--- config.mk ---
export PLATFORM = sky130hd
export DESIGN_NAME = tick_compare_timer
export DESIGN_NICKNAME = d
export VERILOG_FILES = /design/src/rtl/tick_compare_timer.sv
export SDC_FILE = /design/constraint.sdc
export NUM_CORES = 1
export LEC_CHECK = 0
export ABC_AREA = 1
export BUFFER_PORTS_ARGS = -buffer_cell sky130_fd_sc_hd__buf_4
export CAP_MARGIN = 15
export CORE_MARGIN = 1
export CORE_UTILIZATION = 30
export DETAILED_ROUTE_END_ITERATION = 16
export GPL_TIMING_DRIVEN = 0
export RECOVER_POWER = 25
export SYNTH_ARGS = -nofsm -noshare
export SYNTH_HDL_FRONTEND = slang
export SYNTH_SLANG_ARGS = --single-unit
--- constraint.sdc ---
create_clock -name clk -period 4.5 [get_ports clk]
set_clock_uncertainty 0.15 [all_clocks]
set_input_delay 0.45 -clock clk [delete_from_list [all_inputs] [get_ports clk]]
set_output_delay 0.45 -clock clk [all_outputs]
set_load 0.05 [all_outputs]
--- src/rtl/tick_compare_timer.sv ---
module tick_compare_timer #(
  parameter int W = 64
) (
  input  logic         clk,
  input  logic         rst_n,
  input  logic         tick_en,
  input  logic         cnt_we,
  input  logic [W-1:0] cnt_wdata,
  input  logic         lim_we,
  input  logic [W-1:0] lim_wdata,
  input  logic         irq_clr,
  output logic [W-1:0] cnt_rdata,
  output logic [W-1:0] lim_rdata,
  output logic         irq_pend,
  output logic         wake
);
  localparam int VW = W - 1;

  logic [VW-1:0] cnt_q, cmp_q, cnt_inc, cnt_nxt, wr_cmp;
  logic          npt_q, dis_q, armed_q, late_q, pend_q, wake_q;
  logic          wr_dis, hit;

  assign cnt_inc = cnt_q + VW'(1);
  assign cnt_nxt = cnt_we  ? cnt_wdata[VW-1:0] :
                   tick_en ? cnt_inc : cnt_q;
  assign wr_cmp  = lim_wdata[VW-1:0];
  assign wr_dis  = lim_wdata[W-1];

  assign hit = tick_en && !cnt_we && !lim_we && armed_q &&
               (late_q || cnt_inc == cmp_q);

  always_ff @(posedge clk or negedge rst_n) begin
    if (!rst_n) begin
      cnt_q <= '0;
      npt_q <= 1'b1;
    end else begin
      cnt_q <= cnt_nxt;
      if (cnt_we) npt_q <= cnt_wdata[W-1];
    end
  end

  always_ff @(posedge clk or negedge rst_n) begin
    if (!rst_n) begin
      cmp_q   <= '0;
      dis_q   <= 1'b1;
      armed_q <= 1'b0;
      late_q  <= 1'b0;
    end else if (lim_we) begin
      cmp_q   <= wr_cmp;
      dis_q   <= wr_dis;
      armed_q <= !wr_dis && (wr_cmp != '0);
      late_q  <= wr_cmp <= cnt_nxt;
    end else if (hit) begin
      armed_q <= 1'b0;
    end
  end

  always_ff @(posedge clk or negedge rst_n) begin
    if (!rst_n) begin
      pend_q <= 1'b0;
      wake_q <= 1'b0;
    end else begin
      wake_q <= hit;
      if (hit)          pend_q <= 1'b1;
      else if (irq_clr) pend_q <= 1'b0;
    end
  end

  assign cnt_rdata = {npt_q, cnt_q};
  assign lim_rdata = {dis_q, cmp_q};
  assign irq_pend  = pend_q;
  assign wake      = wake_q;

  p_write_wins_r4: assert property (@(posedge clk) disable iff (!rst_n)
    cnt_we |=> cnt_rdata == $past(cnt_wdata));

  p_count_step_r3: assert property (@(posedge clk) disable iff (!rst_n)
    (tick_en && !cnt_we) |=> cnt_q == $past(cnt_q) + VW'(1));

  p_hold_flag_r2: assert property (@(posedge clk) disable iff (!rst_n)
    !cnt_we |=> npt_q == $past(npt_q));

  p_disabled_quiet_r8: assert property (@(posedge clk) disable iff (!rst_n)
    (lim_we && (wr_dis || wr_cmp == '0)) |=> !armed_q);

  p_wake_pend_r9: assert property (@(posedge clk) disable iff (!rst_n)
    wake |-> irq_pend);

  p_single_pulse_r9: assert property (@(posedge clk) disable iff (!rst_n)
    wake |=> !wake);

  p_sticky_r10: assert property (@(posedge clk) disable iff (!rst_n)
    (irq_pend && !irq_clr) |=> irq_pend);

  p_no_fire_on_write_r11: assert property (@(posedge clk) disable iff (!rst_n)
    lim_we |=> !wake_q);
endmodule

==> out/results.ini <==
[outcome]
status=finished with violations
violations=max-capacitance violations, max-slew violations

[pwr]
leakagePower_nw=6.908
pwr_density_cell_nw_per_um2=327.5
peakVddDrop_uv=276.6

[timing]
setup-violations-final=0
max_slew_margin_pct=-98.44
worst_pin_slew_ns=2.977
post-route-min-period_ns=4.303
slew_viol_final=59
rsz0062_at_grt=false
max_clock_freq_mhz=232.4
finalCritPeriodShare_pct=95.63
hold_viol=0

[critical_path]
cp_max_fo=6
critPathRequiredTime_ns=4.69
crit_chain=ha_1 -> nand2_1 -> nor2_4 -> inv_2 -> nor2_2 -> nand2_1 -> nor2_1 -> xor2_1 -> nand2_1 -> a22oi_1 -> ha_1 -> nand2_1 -> inv_1 -> nand3_1 -> nor2_1 -> nand2_1 -> nor2_2 -> nand2_1 -> nor2_1 -> nand2_1 -> nand3_1 -> a21oi_1
critPathCaptureType=flip-flop
crit_slowest_cell=dfrtp_1
critPathMaxStageDelay_ns=0.42
critPathKind=flip-flop to flip-flop
start_kind=flip-flop
worstPathArrival_ns=4.49
path_common_cell=nand2_1

[global_route]
grt_max_degree=75
overflow=0
antenna_found_initial=0
grt_pass1_vias=11160
grt_pass1_wl_um=72350
grt_usage_pct=28.07

[logic_synthesis]
synth_edf_count=0
syn_nets=1710
syn_area_sq_um=10450
syn_area_per_cell_sq_um=6.895
yosysUniqueCellTypes=45
synth_seq_cells=132
async_flop_share_pct=100.0
synth-seq-area-share_pct=31.64
synthCells=1515
synth_warnings=0
synthFlopType=dfrtp_1

[floorplan]
initial_core_util_pct=30.84
die_x_um=188.6
die_h_um=188.6
row_count=67
core-area_sq_um=33870
dieArea_sq_um=35570
pin_count=264

[hold_path]
hold_path.class=input port to flip-flop

[detailed_routing]
vias_per_cell=5.171
ant_nets=0
post_drt_wl_per_cell_um=22.15
route.detailed.drc=0
vias=11680
drt_wl_total_um=50020
first_pass_iters=7
drt-initial-drc-count=1107

[placed_design]
dp.cells=2224
placed_area_sq_um=12990
port_buffers=260
place_congestion=0.9514
hpwl_um=40290

[clock_network]
root_buffer=clkbuf_16
cts.path.max_buffers=2
clk_pin_slew_ns=0.06
cts_tree=built
htreeDepth=4
numCtsBuffers=17
cts_sinks=132
clkLatencyLatePin_ns=0.45

[cells_and_area]
final_util_pct=40.39
fin_area_sq_um=13680
final_common_cell=nand2_1
final_cells=2258
insertedDiodeCount=0
nets=1993
synthToLayoutAreaGrowth_pct=30.94
final_cell_mix=431 x nand2_1, 264 x buf_4, 200 x inv_1
drive_above_1_share_pct=19.17

[job]
cap_violations=1

[repair_timing]
item,in CTS,in global routing
pin swaps,0,1
gates resized for setup,7,14
buffers inserted,0,2
hold buffers,1,0
hold endpoints to repair,58,0
setup endpoints to repair,1,1
[Yosys cell counts (5+ instances only)]
cell | count | area share (%)
or2_2 | 6 | 0.36
nor4_1 | 20 | 1.2
ha_1 | 61 | 7.3
nand4_1 | 39 | 2.3
a22oi_1 | 37 | 2.7
nor2_1 | 149 | 5.4
dfrtp_1 | 130 | 31
inv_1 | 200 | 7.2
a21oi_1 | 84 | 4.0
clkbuf_1 | 39 | 1.4
nor2_2 | 11 | 0.66
nand2_2 | 5 | 0.30
o211ai_1 | 8 | 0.57
nand2_1 | 432 | 16
xnor3_1 | 11 | 2.4
xor2_1 | 59 | 4.9
nand3_1 | 81 | 3.9
o21a_1 | 6 | 0.43
nor3_1 | 14 | 0.67
o21ai_0 | 74 | 3.5
nor2_4 | 7 | 0.75
[where the power goes]
part	leakage [nW]	switching (W)	internal (W)	total, W
clock	0.266	0.000584	0.000824	0.00141
combinational	5.06	0.00108	0.000527	0.00161
sequential	1.58	0.000162	0.00130	0.00146
[metal layers]
metal | global-route usage [%] | vias up | wire [um]
li1 | - | 5500 | -
met1 | 37.60 | 5548 | 21450
met2 | 46.03 | 568 | 23150
met3 | 4.973 | 60 | 4138
met4 | 8.065 | 0 | 1278
met5 | 0 | - | 0
[cell type report]
type	instances	area, sq um
Clock buffer	22	454.2
Tap cell	448	560.5
Clock inverter	9	106.4
Multi-Input combinational cell	1132	6284
Inverter	205	769.5
Buffer	46	191.4
Timing Repair Buffer	264	2007
Fill cell	3645	20190
Sequential cell	132	3306
[logic make-up (layout without fill, tap and decap cells)]
logic type,after synthesis,in the layout,share of synthesized area [%]
buf+inv,251,546,9.127
xor+xnor,74,74,7.726
compound gates,221,221,12.04
simple gates,776,776,32.16
flops,132,132,31.64
fa+ha+maj,61,61,7.306
[worst paths after layout]
| check | depth (start not counted) | slack [ns] | to | start |
|---|---|---|---|---|
| max | 22 | 0.20 | late_q$_DFFE_PN0P_ | cnt_q[1]$_DFF_PN0_ |
| min | 2 | 0.01 | irq_pend$_DFFE_PN0P_ | irq_clr |
| max reg2reg | 22 | 0.20 | late_q$_DFFE_PN0P_ | cnt_q[1]$_DFF_PN0_ |
| min reg2reg | 2 | 0.32 | npt_q$_DFFE_PN1P_ | npt_q$_DFFE_PN1P_ |
| max in group asynchronous | 2 | 0.91 | cnt_q[34]$_DFF_PN0_ | rst_n |
| min in group asynchronous | 2 | 1.56 | cnt_q[54]$_DFF_PN0_ | rst_n |
[sequential cells by signal, indices dropped and copies added, names as in the netlist]
name and flops:
cmp_q 63, cnt_q 63, armed_q 1, dis_q 1, irq_pend 1, late_q 1
npt_q 1, wake 1
[worst max-delay path: cells and delay by family, from the launching register on]
kind                       cells  cell delay [ns]
and+or+nand+nor               15             2.59
adders and majority gates      2             0.59
DFF                            1             0.42
buffers and inverters          2             0.17
AOI/OAI and AO/OA              2             0.16
xor gates and xnor gates       1             0.10
[through the flow]
stage                     setup TNS (ns)  setup WS [ns]  power (W)  hold slack, ns
after detailed placement         -0.6801        -0.6801   0.003061          0.3080
after global routing                   0       0.001715   0.004676         0.01003
after floorplan                        0         0.9723   0.002438        0.004409
after CTS                              0        0.03921   0.004475        0.001755
after global placement           -0.6784        -0.6784   0.003042          0.3058
final                                  0         0.1965   0.004480         0.01331
(Power assumes the default switching activity.)
